[src/rtl/oscal_pkg.sv]
package oscal_pkg;
  typedef struct packed {
    logic clrAll;
    logic capture;
    logic bump;
  } calStrobes_t;

  typedef enum logic [1:0] {
    ST_IDLE = 2'd0,
    ST_RUN  = 2'd1,
    ST_DONE = 2'd2
  } calState_t;
endpackage

[src/rtl/oscal_datapath.sv]
module oscal_datapath
  import oscal_pkg::*;
#(
  parameter int SAMPLE_N = 16,
  parameter int TRIM_W   = 4
) (
  input  logic              clk,
  input  logic              rstN,
  input  calStrobes_t       ctrl,
  input  logic              cmpDecision,
  output logic              lastSlot,
  output logic              mismatchNow,
  output logic [TRIM_W-1:0] trimCode,
  output logic              rangeExhausted
);
  localparam int CNT_W = (SAMPLE_N > 1) ? $clog2(SAMPLE_N) : 1;
  localparam logic [CNT_W-1:0]  LAST_IDX = CNT_W'(SAMPLE_N - 1);
  localparam logic [TRIM_W-1:0] TRIM_MAX = {TRIM_W{1'b1}};

  logic [CNT_W-1:0] sampleCount;
  logic             firstBit;
  logic             mismatch;
  logic             atMax;

  assign lastSlot    = (sampleCount == LAST_IDX);
  assign mismatchNow = mismatch | ((sampleCount != '0) & (cmpDecision != firstBit));
  assign atMax       = (trimCode == TRIM_MAX);

  // window tracking: counter, reference bit, sticky disagreement
  always_ff @(posedge clk or negedge rstN) begin
    if (!rstN) begin
      sampleCount <= '0;
      firstBit    <= 1'b0;
      mismatch    <= 1'b0;
    end else if (ctrl.clrAll) begin
      sampleCount <= '0;
      firstBit    <= 1'b0;
      mismatch    <= 1'b0;
    end else if (ctrl.capture) begin
      if (lastSlot) begin
        sampleCount <= '0;
        mismatch    <= 1'b0;
      end else begin
        sampleCount <= sampleCount + CNT_W'(1);
        mismatch    <= mismatchNow;
        if (sampleCount == '0) firstBit <= cmpDecision;
      end
    end
  end

  // trim register with saturation
  always_ff @(posedge clk or negedge rstN) begin
    if (!rstN) begin
      trimCode       <= '0;
      rangeExhausted <= 1'b0;
    end else if (ctrl.clrAll) begin
      trimCode       <= '0;
      rangeExhausted <= 1'b0;
    end else if (ctrl.bump) begin
      if (atMax) rangeExhausted <= 1'b1;
      else       trimCode       <= trimCode + TRIM_W'(1);
    end
  end

  // trim moves only on a start or a verdict step
  a_r7_trim_quiet: assert property (@(posedge clk) disable iff (!rstN)
    (!ctrl.bump && !ctrl.clrAll) |=> $stable(trimCode));

  // a verdict step below the top raises the code by exactly one
  a_r6_single_step: assert property (@(posedge clk) disable iff (!rstN)
    (ctrl.bump && !ctrl.clrAll && !atMax) |=> (trimCode == $past(trimCode) + TRIM_W'(1)));

  // a step at the top holds the code and flags exhaustion
  a_r8_saturate: assert property (@(posedge clk) disable iff (!rstN)
    (ctrl.bump && !ctrl.clrAll && atMax) |=> (trimCode == TRIM_MAX && rangeExhausted));

  // exhaustion flag sticks until a start
  a_r8_flag_sticky: assert property (@(posedge clk) disable iff (!rstN)
    (rangeExhausted && !ctrl.clrAll) |=> rangeExhausted);
endmodule

[src/rtl/oscal_control.sv]
module oscal_control
  import oscal_pkg::*;
(
  input  logic        clk,
  input  logic        rstN,
  input  logic        calStart,
  input  logic        sampleStrobe,
  input  logic        lastSlot,
  input  logic        mismatchNow,
  output calStrobes_t ctrl,
  output logic        oscPulse,
  output logic        calBusy,
  output logic        calDone
);
  calState_t state, stateNext;
  logic verdict;

  assign calBusy = (state == ST_RUN);
  assign calDone = (state == ST_DONE);
  assign verdict = calBusy & sampleStrobe & lastSlot;

  always_comb begin
    ctrl         = '0;
    stateNext    = state;
    ctrl.capture = calBusy & sampleStrobe;
    ctrl.bump    = verdict;
    unique case (state)
      ST_IDLE, ST_DONE: begin
        if (calStart) begin
          ctrl.clrAll = 1'b1;
          stateNext   = ST_RUN;
        end
      end
      ST_RUN: begin
        if (verdict && !mismatchNow) stateNext = ST_DONE;
      end
      default: stateNext = ST_IDLE;
    endcase
  end

  always_ff @(posedge clk or negedge rstN) begin
    if (!rstN) begin
      state    <= ST_IDLE;
      oscPulse <= 1'b0;
    end else begin
      state    <= stateNext;
      oscPulse <= verdict & mismatchNow;
    end
  end

  // oscillation flag never lasts two cycles
  a_r6_osc_one_cycle: assert property (@(posedge clk) disable iff (!rstN)
    oscPulse |=> !oscPulse);

  // done holds until a start arrives
  a_r9_done_hold: assert property (@(posedge clk) disable iff (!rstN)
    (calDone && !calStart) |=> calDone);

  // a start during a run does not disturb it
  a_r9_busy_hold: assert property (@(posedge clk) disable iff (!rstN)
    (calBusy && !(sampleStrobe && lastSlot)) |=> calBusy);

  // oscillation flag only while still running
  a_r6_osc_busy: assert property (@(posedge clk) disable iff (!rstN)
    oscPulse |-> calBusy);
endmodule

[src/rtl/oscal_top.sv]
module oscal_top
  import oscal_pkg::*;
#(
  parameter int SAMPLE_N = 16,
  parameter int TRIM_W   = 4
) (
  input  logic              clk,
  input  logic              rstN,
  input  logic              calStart,
  input  logic              sampleStrobe,
  input  logic              cmpDecision,
  output logic [TRIM_W-1:0] trimCode,
  output logic              oscPulse,
  output logic              calBusy,
  output logic              calDone,
  output logic              rangeExhausted
);
  calStrobes_t ctrl;
  logic lastSlot;
  logic mismatchNow;

  oscal_control u_ctrl (
    .clk          (clk),
    .rstN         (rstN),
    .calStart     (calStart),
    .sampleStrobe (sampleStrobe),
    .lastSlot     (lastSlot),
    .mismatchNow  (mismatchNow),
    .ctrl         (ctrl),
    .oscPulse     (oscPulse),
    .calBusy      (calBusy),
    .calDone      (calDone)
  );

  oscal_datapath #(
    .SAMPLE_N (SAMPLE_N),
    .TRIM_W   (TRIM_W)
  ) u_dp (
    .clk            (clk),
    .rstN           (rstN),
    .ctrl           (ctrl),
    .cmpDecision    (cmpDecision),
    .lastSlot       (lastSlot),
    .mismatchNow    (mismatchNow),
    .trimCode       (trimCode),
    .rangeExhausted (rangeExhausted)
  );

  // done and busy are never high together
  a_r5_status_exclusive: assert property (@(posedge clk) disable iff (!rstN)
    !(calBusy && calDone));
endmodule

[config.mk]
export PLATFORM = sky130hd
export DESIGN_NAME = oscal_top
export DESIGN_NICKNAME = d
export VERILOG_FILES = /design/src/rtl/oscal_pkg.sv /design/src/rtl/oscal_datapath.sv /design/src/rtl/oscal_control.sv /design/src/rtl/oscal_top.sv
export SDC_FILE = /design/constraint.sdc
export NUM_CORES = 1
export LEC_CHECK = 0
export BUFFER_PORTS_ARGS = -buffer_cell sky130_fd_sc_hd__buf_4
export CAP_MARGIN = 10
export CORE_UTILIZATION = 46
export DETAILED_ROUTE_END_ITERATION = 6
export PLACE_DENSITY_LB_ADDON = 0.1
export SLEW_MARGIN = 20
export SYNTH_ARGS = -nofsm -noshare
export SYNTH_HDL_FRONTEND = slang
export SYNTH_SLANG_ARGS = --single-unit
[constraint.sdc]
create_clock -name clk -period 1.5 [get_ports clk]
set_input_delay 0.3 -clock clk [delete_from_list [all_inputs] [get_ports clk]]
set_output_delay 0.3 -clock clk [all_outputs]
set_load 0.05 [all_outputs]
# Yosys cells after proc, flatten, opt, wreduce, memory -nomap -nowiden
# Index checks and enable logic that the tools add are counted.
# classes
n_addsub	2
n_eq_ne	9
mux	21
n_bitwise	5
reduce_logical	14
# op_table
operator	count
$mux W4	6
$mux W1	12
$add A4 B1 Y4 const B	2
$eq A4 B4 Y1 const B	2
$ne A2 B2 Y1 const B	4
$reduce_bool A2 Y1	4
$reduce_and A2 Y1	3
$and A1 B1 Y1	4
$logic_not A4 Y1	1
$mux W2	2
$pmux W2 S2	1
$reduce_bool A4 Y1	1
$reduce_and A3 Y1	1
$eq A2 B1 Y1 const B	1
$eq A2 B2 Y1 const B	1
$logic_not A2 Y1	1
$reduce_or A2 Y1	1
$logic_and A1 B1 Y1	1
$logic_not A1 Y1	1
$ne A1 B1 Y1	1
$or A1 B1 Y1	1
# totals
ff_bits	14
in_bits	5
word_cells	58

# Logic depth before layout (Yosys ltp)
# Gate-level depths: netlist of the first run.
# depth
ltp_word	7
depth_mapped	5
mapped_depth_nobuf	5

# By module
# Synthesis of the first run repeated with hierarchy kept, for this count alone.
# hier_totals
hier_cells	72
area_unflattened_um2	742.0
# modules_own_cells
module	instances	cells_each	area_each_um2	seq_area_each_um2
oscal_datapath	1	57	588.1	275.3
oscal_control	1	15	153.9	75.1

# Worst setup path after synthesis of the first run
# No wires, ideal clock.
# synth_timing
path_type	flip-flop to flip-flop
from	register u_dp.trimCode[0]
to	register u_dp.trimCode[0]
setup_time_ps	85
arrival_time_ps	1516
required_ps	1415
setup_slack_ps	-101
stages_incl_launch_ff	5
path_buffers	0
synth_period_minus_slack_ps	1601
path_cell_list	dfrtp_1 -> ha_1 -> and3_1 -> nor3_1 -> mux2i_1
# synth_via
elab_chain_cells	4
# synth_lines
element	line_no	rtl
from (decl)	oscal_datapath.sv:13	output logic [TRIM_W-1:0] trimCode,
from (signal assigned)	oscal_datapath.sv:61	else trimCode <= trimCode + TRIM_W'(1);
$add A4 B1 Y4	oscal_datapath.sv:61	
$mux W4	oscal_datapath.sv:60	if (atMax) rangeExhausted <= 1'b1;
$mux W4	oscal_datapath.sv:59	end else if (ctrl.bump) begin
$mux W4	oscal_datapath.sv:56	end else if (ctrl.clrAll) begin
# Several ways; a longest one is shown, not always the timed one. The select of a mux whose other input is x is not followed.
# A chain may end at the register's enable or synchronous reset.

# Worst setup path after layout of the first run
# layout_timing
from	register u_dp.sampleCount[1]
to	register u_dp.firstBit
# layout_via
elab_chain_cells	3
# layout_lines
element	line_no	rtl
from (decl)	oscal_datapath.sv:20	logic [CNT_W-1:0] sampleCount;
from (signal assigned)	oscal_datapath.sv:44	sampleCount <= sampleCount + CNT_W'(1);
$eq A4 B4 Y1 or $logic_not A4 Y1 (tied branches)	oscal_datapath.sv:25, oscal_datapath.sv:46	
$ne A2 B2 Y1 (no source line) or $reduce_bool A2 Y1 (tied branches)	--	
$reduce_and A3 Y1 (no source line) *	--	
to (signal assigned)	oscal_datapath.sv:46	if (sampleCount == '0) firstBit <= cmpDecision;
to (decl)	oscal_datapath.sv:21	logic firstBit;
# Every way passes the cells marked *; elsewhere a longest branch is shown, timed or not.

==> results of run 1 <==
-- where the power goes --
| group | switching [mW] | internal, mW |
|---|---|---|
| clock network | 0.118 | 0.0930 |
| registers | 0.136 | 0.493 |
| logic | 0.437 | 0.342 |
-- cells by family after synthesis --
group | after synthesis
buffers and inverters | 6
AND/OR/NAND/NOR | 32
XOR/XNOR | 3
AO/OA/AOI/OAI | 11
adder cells (fa/ha/maj) | 3
flip-flops | 14
multiplexers | 3
-- synth_stat cells (all sizes together), types with 2 or more instances --
cell,instances
inv,6
a21oi,4
nand2,7
nor3,3
xor2,2
nor4,2
ha,3
mux2i,3
dfrtp,14
nand2b,3
nor2,5
a31oi,2
nor2b,2
nand3,2
-- layer usage --
metal  routed length [um]  global-route usage [%]  vias to the layer above
met3                   85                    5.65                        2
li1                     -                       -                      303
met1                  771                    25.7                      305
met2                  790                    30.3                       24
met4                    8                    5.81                        0
met5                    0                       0                        -
-- sequential cells by signal (all words and copies together) (netlist names) --
register	count
u_ctrl.oscPulse	1
u_ctrl.state	2
u_dp.firstBit	1
u_dp.mismatch	1
u_dp.rangeExhausted	1
u_dp.sampleCount	4
u_dp.trimCode	4
-- worst max-delay path, stage by stage, from the launching register on --
cell	delay, ns
dfrtp_1	0.42
inv_1	0.07
ha_1	0.12
or3b_4	0.39
or3_4	0.37
a21oi_2	0.11
-- cell type report --
| class | instances | area [sq um] |
|---|---|---|
| sequential | 14 | 353 |
| tap | 15 | 18.8 |
| multi-input combinational | 52 | 385 |
| timing repair buffer | 19 | 156 |
| inverter | 6 | 22.5 |
| fill | 112 | 408 |
| clock buffer | 3 | 22.5 |
-- repair_timing --
action | 4_1_cts | 5_1_grt
setup buffers | 1 | 1
pin swaps | 0 | 3
resized for setup | 6 | 8
endpoints found under the setup margin | 5 | 11
hold buffers | 1 | 0
endpoints found under the hold margin | 14 | 0
-- stage by stage --
step           hold slack [ns]  instances  power (mW)
3_3_place_gp             0.159        103        1.24
4_1_cts                  0.354        108        1.54
6_report                 0.362        109        1.62
3_5_place_dp             0.160        103        1.26
2_1_floorplan          0.00441         72        1.03
5_1_grt                  0.359        109        1.72
-- worst min path at each step --
| stage | start | end | slack (ns) | cells after the start |
|---|---|---|---|---|
| after floorplan | rstN | u_ctrl.oscPulse | 0.004 | 0 |
| after global placement | rstN | u_dp.sampleCount[3] | 0.16 | 1 |
| after global routing | cmpDecision | u_dp.firstBit | 0.36 | 4 |
| final | cmpDecision | u_dp.firstBit | 0.36 | 4 |
| after CTS | cmpDecision | u_dp.firstBit | 0.35 | 4 |
| after detailed placement | rstN | u_dp.sampleCount[3] | 0.16 | 1 |
==> flow_summary.json, run 1 <==
{
  "core_sq_um": 1370,
  "clock-sinks": 14,
  "cp_max_fo": 3,
  "clock_latency_ns": 0.28,
  "endpoint_kind": "flip-flop",
  "status": "complete, but fails checks",
  "crit_type": "reg2reg",
  "max_freq_mhz": 648,
  "syn_area_sq_um": 714,
  "async_reset_ff_share_pct": 100,
  "place_congestion": 0.761,
  "cts_tree": "yes",
  "clockBufferDepth": 2,
  "synthAdderAreaFrac_pct": 5.25,
  "start_util_pct": 52.3,
  "rows": 13,
  "drcViolationCount": 0,
  "netlist_instances": 72,
  "min_period_over_period_pct": 103,
  "ff2ff_path_depth": 5,
  "synth_fp_nets": 80,
  "grt_antenna_before_repair": 0,
  "max-slew-margin-rel_pct": 64.7,
  "grt_pass1_vias": 553,
  "synth_cell_types": 28,
  "cts.clk_slew.worst_paths_ns": 0.08,
  "via_per_inst": 5.82,
  "synth_xor_area_share_pct": 3.68,
  "power.density_nw_per_um2": 1690,
  "grt-ovfl-total": 0,
  "report.final.slew_viol_count": 0,
  "fin_area_sq_um": 958,
  "io_pins": 13,
  "diodes": 0,
  "ys_seq_area_share_pct": 49.0,
  "clock-skew-final_ns": 0.00373,
  "finalHoldViolCount": 0,
  "maxCapViolCount": 0,
  "ys_ff_latch": 14,
  "wirelength_um": 1660,
  "finalSetupViolCount": 3,
  "die_x_um": 41.4,
  "ant_nets": 0,
  "synth_simple_gate_area_share_pct": 24.7,
  "port_buffers": 12,
  "grt_usage_pct": 19.3,
  "ys_warn_count": 0,
  "cts_max_level": 1,
  "synth.area.mux_share_pct": 4.20,
  "dr.pass1.iters": 4,
  "regToRegSetupSlack_ns": -0.04,
  "finalCriticalPeriod_ns": 1.54,
  "drt-initial-drc-count": 13,
  "preCtsSetupSlack_ns": -0.000116,
  "syn_avg_cell_area_sq_um": 9.92,
  "endpoint": "u_dp.firstBit",
  "required_ns": 1.71,
  "layout.cells.most_common": "buf_4",
  "synth_edf_count": 0,
  "r2r_end": "u_dp.firstBit",
  "startpoint_type": "flip-flop",
  "synth_top_family_by_area": "simple AND/OR/NAND/NOR gates",
  "die_h_um": 41.4,
  "worst_pin_slew_ns": 0.527,
  "mostFrequentLayoutCells": "buf_4 (15), dfrtp_1 (12), nand2_1 (7), inv_1 (5), nor2_1 (4)",
  "via_count": 634,
  "violations": "setup timing",
  "grt_first_pass_wirelength_um": 2510,
  "setup_slack_ns": -0.0438,
  "synth-compound-area-share_pct": 9.98,
  "hold_path_class": "in2reg",
  "crit_start": "u_dp.sampleCount[1]",
  "dpl_cell_area_sq_um": 856,
  "rsz0062_at_grt": "yes",
  "synth_top_area_cell": "dfrtp_1",
  "reg2reg_from": "u_dp.sampleCount[1]",
  "drt-wirelength-per-cell_um": 15.2,
  "ir_drop_uv": 1060,
  "post_route_cells_drive_above_1_share_pct": 36.2,
  "numCtsBuffers": 3,
  "die_area_sq_um": 1710,
  "area_growth_pct": 34.2,
  "cellLeakagePower_nw": 0.449,
  "synthTopCellsByArea": "dfrtp_1 (49%), ha_1 (5.3%), mux2i_1 (4.2%), nand2_1 (3.7%), inv_1 (3.2%)",
  "grt_max_degree": 15,
  "fin_setup_tns_ns": -0.0946,
  "final_core_utilization_pct": 70.1,
  "synth_top_area_share_pct": 49.0,
  "dominantRegCellSynth": "dfrtp_1",
  "fin_nets": 104,
  "root_buffer": "clkbuf_4",
  "cp.arrival_ns": 1.75
}
Power figures use the tool's default switching activity.
==> inputs of run 2 (changes only) <==
--- a/config.mk
+++ b/config.mk
@@ -10,6 +10,8 @@
 export CORE_UTILIZATION = 46
 export DETAILED_ROUTE_END_ITERATION = 6
 export PLACE_DENSITY_LB_ADDON = 0.1
+export REMOVE_ABC_BUFFERS = 1
+export SETUP_SLACK_MARGIN = 0.15
 export SLEW_MARGIN = 20
 export SYNTH_ARGS = -nofsm -noshare
 export SYNTH_HDL_FRONTEND = slang
==> run 2 against run 1 <==
- the run still ends with setup timing left
- global-route usage increased by 1.6 points
- sequential share of layout area shrank 4.0 points
- routed wire length grew 6.8%
- hold slack got worse by 0.0018 ns
- setup slack improved by 0.0065 ns
- die area unchanged
- largest power group unchanged
- sequential power barely moved
==> flow_summary.json, run 2 (same netlist as run 1, synthesis figures left out) <==
{
  "status": "complete, but fails checks",
  "violations": "setup timing",
  "mostFrequentLayoutCells": "buf_4 (24), dfrtp_1 (13), nand2_1 (7), inv_1 (5)",
  "crit_family": "simple AND/OR/NAND/NOR gates",
  "clkPwrFrac_pct": 11.4,
  "whs_path_depth": 4,
  "wirelength_um": 1770,
  "grt_pass1_vias": 588,
  "ant_nets": 0,
  "cp.buffers_inverters": 1,
  "rsz0062_at_grt": "yes",
  "cts_tree": "yes",
  "fin_area_sq_um": 1070,
  "max-slew-margin-rel_pct": 76.7,
  "placed_cells": 104,
  "worst_pin_slew_ns": 0.349,
  "crit_type": "reg2reg",
  "clockBufferDepth": 2,
  "via_count": 669,
  "whs_endpoint": "u_dp.firstBit",
  "hold_path_class": "in2reg",
  "area_growth_pct": 50.1,
  "place_congestion": 0.791,
  "pwr-share-seq_pct": 34.2,
  "start_util_pct": 52.3,
  "p_int_mw": 1.08,
  "cellLeakagePower_nw": 0.505,
  "cts.clk_slew.worst_paths_ns": 0.08,
  "port_buffers": 12,
  "min_from": "cmpDecision",
  "top_regs": "u_dp.sampleCount (4), u_dp.trimCode (4), u_ctrl.state (2)",
  "cp.arrival_ns": 1.75,
  "drcViolationCount": 0,
  "pwr-share-comb_pct": 54.4,
  "startpoint_type": "flip-flop",
  "max_stage_delay_ns": 0.41,
  "endpoint_kind": "flip-flop",
  "cp_max_fo": 3,
  "dpl.hpwl_um": 1090,
  "setup_slack_ns": -0.0372,
  "cts_max_level": 1,
  "report.final.slew_viol_count": 0,
  "grt_usage_pct": 20.9,
  "die_area_sq_um": 1710,
  "dr.pass1.iters": 5,
  "numCtsBuffers": 3,
  "required_ns": 1.72,
  "grt_first_pass_wirelength_um": 2690,
  "ir_drop_uv": 967,
  "clock_latency_ns": 0.28,
  "max_freq_mhz": 651,
  "finalNonFillerCells": 119,
  "clock-skew-final_ns": 0.00239,
  "io_pins": 13,
  "grt_max_degree": 15,
  "fin_nets": 114,
  "r2r_end": "u_dp.firstBit",
  "die_h_um": 41.4,
  "drt-wirelength-per-cell_um": 14.9,
  "ff2ff_path_depth": 5,
  "layout.cells.most_common": "buf_4",
  "finalHoldViolCount": 0,
  "post_route_cells_drive_above_1_share_pct": 44.2,
  "core_sq_um": 1370,
  "drt-initial-drc-count": 8,
  "grt_antenna_before_repair": 0,
  "regToRegSetupSlack_ns": -0.04,
  "finalSetupViolCount": 3,
  "critPathSlowestCell": "dfrtp_1",
  "root_buffer": "clkbuf_4",
  "diodes": 0,
  "netSwitchingPower_mw": 0.762,
  "clock-sinks": 14,
  "maxCapViolCount": 0,
  "die_x_um": 41.4,
  "finalCriticalPeriod_ns": 1.54,
  "power.density_nw_per_um2": 1720,
  "dpl_cell_area_sq_um": 861,
  "grt-ovfl-total": 0,
  "via_per_inst": 5.62,
  "crit_chain": "inv_1, ha_1, or3b_4, or3_4, a21oi_2",
  "p_sw_share_pct": 41.4,
  "min_period_over_period_pct": 102,
  "reg2reg_from": "u_dp.sampleCount[0]",
  "rows": 13
}
-- run 2: cell count changes in the layout (fill, tap and decap cells not counted), sizes merged --
| cell | before | now |
|---|---|---|
| buf | 18 | 28 |
-- run 2: worst max-delay path by stage --
stage | startpoint | end | depth (start not counted)
floorplan | u_dp.trimCode[0] | u_dp.trimCode[0] | 4
global placement | u_dp.sampleCount[1] | u_dp.firstBit | 5
detailed placement | u_dp.sampleCount[1] | u_ctrl.state[0] | 5
CTS | u_dp.sampleCount[0] | u_dp.firstBit | 5
global route | u_dp.sampleCount[0] | u_dp.firstBit | 5
finish | u_dp.sampleCount[0] | u_dp.firstBit | 5
-- run 2: per-stage QoR --
stage	hold WS (ns)	setup slack (ns)	util, %	total power [mW]	setup TNS, ns
2_1_floorplan	0.00441	-0.101	-	1.03	-0.242
3_3_place_gp	0.158	0.0196	63.0	1.25	0
3_5_place_dp	0.159	-0.00265	63.0	1.27	-0.00265
4_1_cts	0.354	-0.0210	71.2	1.64	-0.0210
5_1_grt	0.375	-0.101	78.5	1.97	-0.462
6_report	0.360	-0.0372	78.5	1.84	-0.0800
-- run 2: what timing repair did --
| item | 4_1_cts | 5_1_grt |
|---|---|---|
| setup endpoints to repair | 13 | 14 |
| gates resized for setup | 16 | 9 |
| hold buffers | 1 | 0 |
| buffers inserted | 4 | 7 |
| endpoints found under the hold margin | 14 | 0 |
| gates cloned | 0 | 0 |
| pin swaps | 4 | 5 |
-- run 2: worst register-to-register path, delay by kind of cell (launching register included) --
family | cells | cell delay (ns)
AND/OR/NAND/NOR | 2 | 0.75
flip-flops | 1 | 0.41
adder cells (fa/ha/maj) | 1 | 0.12
AO/OA/AOI/OAI | 1 | 0.11
buffers and inverters | 1 | 0.07
-- run 2: routing by layer --
layer,global-route usage (%),wire length [um],up-vias
li1,-,-,320
met1,26.5,836,323
met2,30.9,802,19
met3,10.0,102,7
met4,7.74,29,0
met5,0,0,-
-- run 2: final cells by class --
class / count / area, sq um
Multi-Input combinational cell: 52 / 415
Sequential cell: 14 / 352
Fill cell: 83 / 294
Timing Repair Buffer: 29 / 239
Inverter: 6 / 25.0
Clock buffer: 3 / 22.5
Tap cell: 15 / 18.8
-- run 2: power by group through the flow --
stage / Sequential [mW] / Clock (mW) / Combinational [mW]
global route: 0.640 / 0.233 / 1.09
global placement: 0.601 / 0 / 0.652
CTS: 0.610 / 0.215 / 0.810
finish: 0.629 / 0.209 / 1.00
floorplan: 0.662 / 0 / 0.366
detailed placement: 0.607 / 0 / 0.664
==> inputs of run 3 (changes only) <==
--- a/config.mk
+++ b/config.mk
@@ -15,4 +15,5 @@
 export SLEW_MARGIN = 20
 export SYNTH_ARGS = -nofsm -noshare
 export SYNTH_HDL_FRONTEND = slang
+export SYNTH_HIERARCHICAL = 1
 export SYNTH_SLANG_ARGS = --single-unit
==> run 3 against run 2 <==
- the flow still finishes with violations (setup timing)
- clock skew rose by 0.0053 ns
- via count decreased by 6.1%
- total power down 3.8%
- die area grew 3.7%
- first-iteration DRC count grew 38%
- global-route usage is 0.099 points lower
- combinational power fell by 6%
- sequential power is 11% lower
- synthesized area is 3.9% higher
- core utilization decreased by 3.1 points
- register-to-register slack better by 0.02 ns
- critical path type unchanged
- critical endpoint is now u_dp/trimCode[0]
- largest cell class unchanged
- largest power group unchanged
==> flow_summary.json, run 3 <==
{
  "post_route_cells_drive_above_1_share_pct": 54.8,
  "place_congestion": 0.719,
  "ant_nets": 0,
  "cts_max_level": 1,
  "synth_top_area_cell": "dfrtp_1",
  "min_period_over_period_pct": 101,
  "finalHoldViolCount": 0,
  "num-fill-cells": 104,
  "report.final.slew_viol_count": 0,
  "grt_max_degree": 15,
  "area_growth_pct": 53.1,
  "clock-skew-final_ns": 0.00765,
  "maxCapViolCount": 0,
  "crit_family": "flip-flops",
  "violations": "setup timing",
  "endpoint_kind": "flip-flop",
  "grt-ovfl-total": 0,
  "cts_tree": "yes",
  "startpoint_type": "flip-flop",
  "fin_setup_tns_ns": -0.0209,
  "netlist_instances": 72,
  "crit_chain": "ha_2, and3_4, and3_4, inv_2, a31oi_4, mux2_4",
  "ir_drop_uv": 840,
  "syn_avg_cell_area_sq_um": 10.3,
  "required_ns": 1.67,
  "crit_start": "u_dp/sampleCount[0]",
  "max_freq_mhz": 658,
  "power.total_mw": 1.77,
  "die_area_sq_um": 1780,
  "power.density_nw_per_um2": 1560,
  "core_sq_um": 1510,
  "top_regs": "u_dp/sampleCount (4), u_dp/trimCode (4), u_ctrl/state (2)",
  "hold_path_class": "in2reg",
  "dr.pass1.iters": 4,
  "cts.clk_slew.worst_paths_ns": 0.09,
  "synth_cell_types": 34,
  "grt_usage_pct": 20.8,
  "placed_cells": 110,
  "diodes": 0,
  "dpl.hpwl_um": 1040,
  "via_count": 628,
  "die_h_um": 42.2,
  "cp.buffers_inverters": 1,
  "r2r_end": "u_dp/trimCode[0]",
  "regToRegSetupSlack_ns": -0.02,
  "grt_first_pass_wirelength_um": 2810,
  "ys_ff_latch": 14,
  "port_buffers": 12,
  "crit_type": "reg2reg",
  "drt-wirelength-per-cell_um": 13.7,
  "start_util_pct": 49.3,
  "synth_common_cells": "dfrtp_1 (14), nand2_1 (6), inv_1 (5), nor2_1 (5)",
  "fin_nets": 113,
  "layout.cells.most_common": "buf_4",
  "final_core_utilization_pct": 75.4,
  "drcViolationCount": 0,
  "cp.depth": 6,
  "async_reset_ff_share_pct": 100,
  "critPathSlowestCell": "dfrtp_1",
  "status": "complete, but fails checks",
  "via_per_inst": 5.23,
  "synth_edf_count": 0,
  "grt_pass1_vias": 654,
  "io_pins": 13,
  "ys_seq_area_share_pct": 47.2,
  "drt-initial-drc-count": 11,
  "finalSetupViolCount": 2,
  "finalNonFillerCells": 120,
  "endpoint": "u_dp/trimCode[0]",
  "synthTopCellsByArea": "dfrtp_1 (47%), ha_1 (5.1%), nand2_1 (3.0%), mux2i_1 (2.7%), inv_1 (2.5%)",
  "setup_slack_ns": -0.0204,
  "clock_latency_ns": 0.27,
  "cellLeakagePower_nw": 0.527,
  "clockBufferDepth": 2,
  "clock-sinks": 14,
  "rsz0062_at_grt": "yes",
  "numCtsBuffers": 3,
  "cp.arrival_ns": 1.69,
  "synth_top_area_share_pct": 47.2,
  "max_stage_delay_ns": 0.37,
  "mostFrequentLayoutCells": "buf_4 (22), dfrtp_1 (14), buf_6 (7), nor2_1 (5), nand2_1 (4)",
  "worst_pin_slew_ns": 0.275,
  "grt_antenna_before_repair": 0,
  "dominantRegCellSynth": "dfrtp_1",
  "cp_max_fo": 2,
  "fin_hold_ws_ns": 0.292,
  "ff2ff_path_depth": 6,
  "max-slew-margin-rel_pct": 81.7,
  "wirelength_um": 1650,
  "reg2reg_from": "u_dp/sampleCount[0]",
  "rows": 14,
  "path_common_cell": "and3_4",
  "root_buffer": "clkbuf_4",
  "syn_area_sq_um": 742,
  "finalCriticalPeriod_ns": 1.52,
  "synth.most_common_cell": "dfrtp_1",
  "ys_warn_count": 6,
  "die_x_um": 42.2
}
run 3: changes by cell type after synthesis, sizes merged, moves of 2 or more:
cell    change
nand2b      -2
nor4        -2
buf         +2
nand3       -2
run 3: what timing repair did:
| item | 4_1_cts | 5_1_grt |
|---|---|---|
| hold endpoints to repair | 14 | 0 |
| pin swaps | 13 | 5 |
| setup endpoints to repair | 13 | 16 |
| buffers inserted | 3 | 2 |
| gates resized for setup | 25 | 8 |
| hold buffers | 1 | 0 |
run 3: per-stage QoR:
stage / cell area, sq um / setup slack, ns
5_1_grt: 1140 / -0.0722
4_1_cts: 1090 / -0.0130
2_1_floorplan: 709 / -0.209
3_3_place_gp: 917 / -0.221
3_5_place_dp: 917 / -0.193
6_report: 1140 / -0.0204
run 3: worst min-delay path: stages:
cell       delay [ns]
buf_4            0.09
inv_1            0.03
o2bb2ai_1        0.11
run 3: cell families after synthesis:
| family | count (synthesis) | share of synthesized area, % |
|---|---|---|
| AND/OR/NAND/NOR | 27 | 20.4 |
| multiplexers | 3 | 4.22 |
| XOR/XNOR | 3 | 3.54 |
| AO/OA/AOI/OAI | 12 | 11.6 |
| flip-flops | 14 | 47.2 |
| adder cells (fa/ha/maj) | 3 | 5.06 |
| buffers and inverters | 10 | 7.93 |
run 3: how the worst min path moves through the flow:
stage	from	to	slack, ns	cells after the start
finish	calStart	u_ctrl/state[1]	0.29	3
global route	calStart	u_ctrl/state[1]	0.29	3
CTS	calStart	u_ctrl/state[1]	0.27	3
detailed placement	rstN	u_ctrl/state[1]	0.16	1
global placement	rstN	u_ctrl/state[1]	0.16	1
floorplan	rstN	u_ctrl/oscPulse	0.004	0
run 3: area by class of cell:
class	instances	area (sq um)	share of cell area (%)
multi-input combinational	48	432	38.0
sequential	14	350	30.8
timing repair buffer	31	269	23.7
tap	16	20.0	1.76
inverter	7	28.8	2.53
clock buffer	4	36.3	3.19
run 3: metal layers:
metal	track usage (%)	vias up	wire, um
met5	0	-	0
met4	7.50	0	18
met3	2.59	2	51
met2	35.7	9	865
met1	26.9	303	713
li1	-	314	-
run 3: report_power, final:
group / internal (mW) / switching [mW]
registers: 0.483 / 0.0758
clock network: 0.147 / 0.123
logic: 0.477 / 0.463
